`src/rtl/cs_timing_pkg.sv`:
```
package cs_timing_pkg;
  localparam int CFG_W   = 32;
  localparam int WAIT_W  = 6;
  localparam int SETUP_W = 2;

  localparam int SWS_LSB  = 26;
  localparam int SEN_BIT  = 23;
  localparam int SET_LSB  = 20;
  localparam int PWS_LSB  = 10;

  localparam logic [CFG_W-1:0] CFG_WMASK    = 32'hFCBF_FDF0;
  localparam logic [CFG_W-1:0] CFG_BOOT_RST = 32'h003F_FC00;
  localparam logic [CFG_W-1:0] CFG_STD_RST  = 32'h0000_0000;

  typedef enum logic [1:0] {
    ST_IDLE   = 2'd0,
    ST_SETUP  = 2'd1,
    ST_ACTIVE = 2'd2
  } cs_state_e;

  typedef struct packed {
    logic [WAIT_W-1:0]  sws;
    logic               sws_en;
    logic [SETUP_W-1:0] setup;
    logic [WAIT_W-1:0]  pws;
  } cs_timing_t;

  typedef struct packed {
    logic [WAIT_W-1:0] sws;
    logic              sws_en;
    logic [WAIT_W-1:0] pws;
  } cs_beat_t;

  function automatic cs_timing_t decode_cfg(input logic [CFG_W-1:0] w);
    cs_timing_t t;
    t.sws    = w[SWS_LSB +: WAIT_W];
    t.sws_en = w[SEN_BIT];
    t.setup  = w[SET_LSB +: SETUP_W];
    t.pws    = w[PWS_LSB +: WAIT_W];
    return t;
  endfunction
endpackage

```
`src/rtl/cs_cfg_reg.sv`:
```
module cs_cfg_reg
  import cs_timing_pkg::*;
#(
  parameter bit BOOT_PROFILE = 1'b0
) (
  input  logic             clk,
  input  logic             rst_n,
  input  logic             we,
  input  logic [CFG_W-1:0] wdata,
  output logic [CFG_W-1:0] rdata,
  output cs_timing_t       timing
);
  localparam logic [CFG_W-1:0] RST_VAL = BOOT_PROFILE ? CFG_BOOT_RST : CFG_STD_RST;

  logic [CFG_W-1:0] word_q;

  for (genvar b = 0; b < CFG_W; b++) begin : g_bit
    if (CFG_WMASK[b]) begin : g_rw
      always_ff @(posedge clk or negedge rst_n) begin
        if (!rst_n)  word_q[b] <= RST_VAL[b];
        else if (we) word_q[b] <= wdata[b];
      end
    end else begin : g_rsvd
      assign word_q[b] = 1'b0;
    end
  end

  assign rdata  = word_q;
  assign timing = decode_cfg(word_q);

  p_reserved_clear_r2: assert property (@(posedge clk) disable iff (!rst_n)
    (rdata & ~CFG_WMASK) == '0);
  p_write_lands_r2: assert property (@(posedge clk) disable iff (!rst_n)
    we |=> rdata == ($past(wdata) & CFG_WMASK));
endmodule

```
`src/rtl/cs_wait_cnt.sv`:
```
module cs_wait_cnt #(
  parameter int CNT_W = 6
) (
  input  logic             clk,
  input  logic             rst_n,
  input  logic             load,
  input  logic [CNT_W-1:0] load_val,
  output logic             zero
);
  logic [CNT_W-1:0] cnt_q;

  always_ff @(posedge clk or negedge rst_n) begin
    if (!rst_n)             cnt_q <= '0;
    else if (load)          cnt_q <= load_val;
    else if (cnt_q != '0)   cnt_q <= cnt_q - 1'b1;
  end

  assign zero = (cnt_q == '0);

  p_load_value_r4: assert property (@(posedge clk) disable iff (!rst_n)
    load |=> cnt_q == $past(load_val));
  p_count_down_r4: assert property (@(posedge clk) disable iff (!rst_n)
    (!load && cnt_q != '0) |=> cnt_q == $past(cnt_q) - 1'b1);
endmodule

```
`src/rtl/cs_seq.sv`:
```
module cs_seq
  import cs_timing_pkg::*;
#(
  parameter int BEAT_W = 3
) (
  input  logic              clk,
  input  logic              rst_n,
  input  logic              addr_vld,
  input  logic              burst,
  input  logic [BEAT_W-1:0] beats,
  input  cs_timing_t        cfg,
  input  logic              wait_zero,
  output logic              wait_load,
  output logic [WAIT_W-1:0] wait_val,
  output logic              chip_sel,
  output logic              ack,
  output logic              ready
);
  cs_state_e          state_q;
  cs_beat_t           snap_q;
  logic [SETUP_W-1:0] setup_q;
  logic [BEAT_W-1:0]  left_q;
  logic               accept;

  assign accept = (state_q == ST_IDLE) && addr_vld;

  always_ff @(posedge clk or negedge rst_n) begin
    if (!rst_n) begin
      state_q <= ST_IDLE;
      snap_q  <= '0;
      setup_q <= '0;
      left_q  <= '0;
    end else begin
      case (state_q)
        ST_IDLE: if (addr_vld) begin
          snap_q.sws    <= cfg.sws;
          snap_q.sws_en <= cfg.sws_en;
          snap_q.pws    <= cfg.pws;
          left_q        <= burst ? beats : '0;
          setup_q       <= cfg.setup;
          state_q       <= (cfg.setup == '0) ? ST_ACTIVE : ST_SETUP;
        end
        ST_SETUP: begin
          if (setup_q == SETUP_W'(1)) state_q <= ST_ACTIVE;
          else                        setup_q <= setup_q - 1'b1;
        end
        ST_ACTIVE: if (wait_zero) begin
          if (left_q == '0) state_q <= ST_IDLE;
          else              left_q  <= left_q - 1'b1;
        end
        default: state_q <= ST_IDLE;
      endcase
    end
  end

  always_comb begin
    wait_load = 1'b0;
    wait_val  = snap_q.pws;
    if (accept && cfg.setup == '0) begin
      wait_load = 1'b1;
      wait_val  = cfg.pws;
    end else if (state_q == ST_SETUP && setup_q == SETUP_W'(1)) begin
      wait_load = 1'b1;
      wait_val  = snap_q.pws;
    end else if (state_q == ST_ACTIVE && wait_zero && left_q != '0) begin
      wait_load = 1'b1;
      wait_val  = snap_q.sws_en ? snap_q.sws : snap_q.pws;
    end
  end

  assign chip_sel = (state_q == ST_ACTIVE);
  assign ack      = chip_sel && wait_zero;
  assign ready    = (state_q == ST_IDLE);

  p_setup_defer_r3: assert property (@(posedge clk) disable iff (!rst_n)
    (accept && cfg.setup != '0) |=> !chip_sel && !ready);
  p_setup_now_r3: assert property (@(posedge clk) disable iff (!rst_n)
    (accept && cfg.setup == '0) |=> chip_sel);
  p_cs_hold_r8: assert property (@(posedge clk) disable iff (!rst_n)
    (chip_sel && !ack) |=> chip_sel);
  p_cs_release_r8: assert property (@(posedge clk) disable iff (!rst_n)
    (ack && left_q == '0) |=> !chip_sel && ready);
  p_busy_ignore_r9: assert property (@(posedge clk) disable iff (!rst_n)
    (!ready && !ack) |=> !ready);
  p_snap_hold_r10: assert property (@(posedge clk) disable iff (!rst_n)
    !ready |=> $stable(snap_q));
endmodule

```
`src/rtl/cs_timing_ctrl.sv`:
```
module cs_timing_ctrl
  import cs_timing_pkg::*;
#(
  parameter bit BOOT_PROFILE = 1'b1,
  parameter int BEAT_W       = 3
) (
  input  logic              clk,
  input  logic              rst_n,
  input  logic              cfg_we,
  input  logic [31:0]       cfg_wdata,
  output logic [31:0]       cfg_rdata,
  input  logic              addr_vld,
  input  logic              xfer_burst,
  input  logic [BEAT_W-1:0] xfer_beats,
  output logic              ready,
  output logic              chip_sel,
  output logic              xfer_ack
);
  cs_timing_t        timing;
  logic              wait_load;
  logic [WAIT_W-1:0] wait_val;
  logic              wait_zero;

  cs_cfg_reg #(.BOOT_PROFILE(BOOT_PROFILE)) u_cfg (
    .clk    (clk),
    .rst_n  (rst_n),
    .we     (cfg_we),
    .wdata  (cfg_wdata),
    .rdata  (cfg_rdata),
    .timing (timing)
  );

  cs_seq #(.BEAT_W(BEAT_W)) u_seq (
    .clk       (clk),
    .rst_n     (rst_n),
    .addr_vld  (addr_vld),
    .burst     (xfer_burst),
    .beats     (xfer_beats),
    .cfg       (timing),
    .wait_zero (wait_zero),
    .wait_load (wait_load),
    .wait_val  (wait_val),
    .chip_sel  (chip_sel),
    .ack       (xfer_ack),
    .ready     (ready)
  );

  cs_wait_cnt #(.CNT_W(WAIT_W)) u_wait (
    .clk      (clk),
    .rst_n    (rst_n),
    .load     (wait_load),
    .load_val (wait_val),
    .zero     (wait_zero)
  );
endmodule

```
`config.mk`:
```
export PLATFORM = sky130hd
export DESIGN_NAME = cs_timing_ctrl
export DESIGN_NICKNAME = d
export VERILOG_FILES = /design/src/rtl/cs_timing_pkg.sv /design/src/rtl/cs_cfg_reg.sv /design/src/rtl/cs_wait_cnt.sv /design/src/rtl/cs_seq.sv /design/src/rtl/cs_timing_ctrl.sv
export SDC_FILE = /design/constraint.sdc
export NUM_CORES = 1
export LEC_CHECK = 0
export ABC_AREA = 1
export BUFFER_PORTS_ARGS = -buffer_cell sky130_fd_sc_hd__buf_2
export CAP_MARGIN = 10
export CORE_ASPECT_RATIO = 0.5
export CORE_MARGIN = 3
export CORE_UTILIZATION = 57
export DETAILED_ROUTE_END_ITERATION = 7
export PLACE_DENSITY = 0.83
export RECOVER_POWER = 100
export SYNTH_ARGS = -nofsm -noshare
export SYNTH_HDL_FRONTEND = slang
export SYNTH_HIERARCHICAL = 1
export SYNTH_SLANG_ARGS = --single-unit
```
`constraint.sdc`:
```
create_clock -name clk -period 5.1 [get_ports clk]
set_input_delay 1.02 -clock clk [delete_from_list [all_inputs] [get_ports clk]]
set_output_delay 1.02 -clock clk [all_outputs]
set_load 0.05 [all_outputs]
```
==> key figures <==
Timing
  – Endpoints failing hold: 0
  – Total count of max-transition violations in the final report: between 50 and 60
  – Final critical delay including setup and external delays: around 3.4 ns
  – Maximum frequency from static timing analysis: 291 MHz
  – Worst slew pin tran: ~2.6 ns
  – Final setup violation count: 0
  – Unrepaired setup endpoints after global routing: no
  – Headroom to the max-slew limit: -74.3%
  – Period utilisation layout: roughly two thirds
  – Post-Route Hold Slack: between 0.4 and 0.5 ns
  – Setup TNS Final: 0 ns
  – Worst-case setup margin in the final layout: about 1.7 ns
  – Skew final: ~0.0085 ns

Synthesis
  – Post-synth ARST share: 100%
  – Post-synth cell types: 28
  – Synthesis warning total: 6
  – Yosys reg bits: 50
  – Top flip-flop cell by instance count after synthesis: dfrtp_1
  – Count of mapped cells out of synthesis: roughly 360
  – Count of flip-flops with a built-in enable after synthesis: 0
  – Most frequent cell after synthesis: nand2_1
  – Area share of the leading cell type in the synthesized netlist: roughly 34%
  – Total standard cell area after synthesis: 0.00276 sq mm
  – Most area-hungry cell type in the Yosys netlist: dfrtp_1
  – Top cells by area in the synthesized netlist: dfrtp_1 34%, nand2_1 21%, dfstp_2 11%
  – Average instance area after synthesis: 7.76 sq um
  – Top post-synthesis cells by count: 153 x nand2_1, 38 x dfrtp_1, 25 x buf_4, 23 x inv_1, 18 x nand3_1
  – Proportion of synthesized chip area in sequential cells: 45.8%

Detailed routing
  – Routed len/inst: approximately 12 um
  – Number of DRC violations after detailed-routing iteration 0: 126
  – Post-detailed-route count of antenna-violating nets: 0
  – Vias per cell: 4.83
  – Router iterations before antenna repair: 5
  – Count of unresolved DRC violations after routing: 0
  – Total vias in the final route: ~2200
  – Total routed wirelength: about 5.4 mm

Min path
  – Kind of path behind the tightest hold check: reg2reg

Final layout
  – Share of cells above drive strength 1: 16.7%
  – Antenna diodes: 0
  – Final net count: ~440
  – Post-synthesis to final-layout area growth: 5.89%

Clocking
  – Clock root buffer: clkbuf_8
  – CTS Hold Buffers Added: 0
  – Clock network latency to the later pin of the worst-skew pair: roughly 0.30 ns
  – Number of post-CTS setup repair buffers: 0
  – Maximum level of the CTS H-tree: 2
  – Max Buffers Root-to-Sink: 2
  – Number of buffers added by the clock tree synthesis step: 5
  – Clock-pin slew of the registers on the worst-case setup and hold paths: approximately 0.1 ns
  – Clock net sink count: 50
  – Cells resized by post-CTS repair: 0
  – TritonCTS clock tree: built

Place
  – Detailed Place HPWL: around 4.0 mm
  – Post-Place Setup Slack: 2.34 ns
  – Placer Congestion: roughly 0.86
  – Number of buffers added on ports: between 50 and 60

Outcome
  – Violated checks: capacitance limit, slew limit
  – Status: complete, but fails checks

Worst setup path
  – Setup crit start kind: flop
  – Worst setup path category: reg2reg
  – Top fanout value on the critical path: 23
  – Sort of element at the end of the critical path: flop
  – Critical path data arrival time: approximately 3.6 ns
  – Critical Path RT: about 5.3 ns

Floorplan
  – Die footprint: around 0.0058 sq mm
  – Core Area: roughly 0.0045 sq mm
  – Standard-cell rows: 17
  – Initial core utilization: about three fifths
  – Die extent in x: around 100 um
  – Number of top-level pins: 75
  – Vertical die dimension: about 55 um

Power and ir drop
  – Leakage power: between 0.0015 and 0.002 uW
  – Max VDD drop: roughly 0.00025 V
  – Areal power density over the cells: approximately 520 mW/mm^2

Global route
  – Global-route usage over all layers: about 20%
  – Largest net degree at the start of global routing: 51
  – Total overflow reported by the global router: 0
  – Vias in the first global route: approximately 2100
  – Initial antenna violation count: 0
  – Global-route wire length before repair: 9.32 mm

Job
  – Count of maximum capacitance violations: 1
-- state kept, by name, indices dropped and copies added, names as in the netlist --
register	flops
u_cfg/rdata	24
u_seq/left_q	3
u_seq/state_q	2
u_seq/setup_q	2
u_seq/snap_q	13
u_wait/cnt_q	6
-- placed cells by master, fill, tap and decap left out, drive strengths merged --
master    instances
nand2           165
dfrtp            38
clkbuf           35
buf              29
inv              27
nor2             20
nand3            19
o21ai            19
dfstp            12
a21oi             9
conb              8
ha                5
nand4             3
nand3b            2
clkinvlp          2
o211ai            1
xnor2             1
-- cell families after synthesis --
kind of cell               count (synthesis)  synth area share, %
and+or+nand+nor                          209                 32.3
buffers and inverters                     61                 13.9
AOI/OAI and AO/OA                         29                 5.34
other                                      1                0.136
DFF                                       50                 45.8
xor gates and xnor gates                   1                0.317
adders and majority gates                  5                 2.26
-- worst max-delay path, stage by stage (launching register included) --
cell      delay, ns
dfrtp_1        0.45
nor2_1         0.63
nand2_1        0.67
nor2_1         0.57
inv_1          0.24
o211ai_1       0.32
inv_1          0.12
nand2_1        0.12
inv_1          0.08
nand2_1        0.08
nand2_1        0.04
-- metal layers --
layer / global-route usage (%) / vias to the layer above / part of all wire, %
li1: - / 1144 / -
met1: 25.6 / 990 / 48
met2: 31.7 / 85 / 44
met3: 5.25 / 8 / 6.9
met4: 6.63 / 0 / 1.0
met5: 0 / - / 0
-- cell type report --
cell class | count | area, sq um
sequential | 50 | 1270
clock inverter | 2 | 16.3
fill | 390 | 1600
multi-input combinational | 252 | 1120
timing repair buffer | 58 | 254
inverter | 27 | 103
tap | 66 | 82.6
clock buffer | 6 | 82.6
-- worst paths after layout --
| check | start | endpoint | slack, ns | depth (start not counted) |
|---|---|---|---|---|
| hold / removal | u_cfg/rdata[16]$_DFFE_PN1P_ | u_cfg/rdata[16]$_DFFE_PN1P_ | 0.47 | 2 |
| max in group asynchronous | rst_n | u_seq/snap_q[3]$_DFFE_PN0P_ | 2.10 | 1 |
| setup reg to reg | u_seq/state_q[0]$_DFFE_PN0P_ | u_wait/cnt_q[5]$_DFFE_PN0P_ | 1.66 | 10 |
| setup / recovery | u_seq/state_q[0]$_DFFE_PN0P_ | u_wait/cnt_q[5]$_DFFE_PN0P_ | 1.66 | 10 |
| min in group asynchronous | rst_n | u_cfg/rdata[28]$_DFFE_PN0P_ | 1.53 | 1 |
| hold reg to reg | u_cfg/rdata[16]$_DFFE_PN1P_ | u_cfg/rdata[16]$_DFFE_PN1P_ | 0.47 | 2 |
-- stage by stage --
step	instance area (sq um)	std cells	util (%)	total power, uW
floorplan	2790	363	-	1170
global placement	2890	453	63.8	1250
detailed placement	2890	453	63.8	1290
global route	2930	461	64.6	1650
CTS	2990	461	65.9	1540
finish	2930	461	64.6	1520
-- where the power goes --
| group | internal (uW) | switching, uW |
|---|---|---|
| combinational | 198 | 450 |
| sequential | 524 | 102 |
| clock | 112 | 135 |
(Power assumes the default switching activity.)
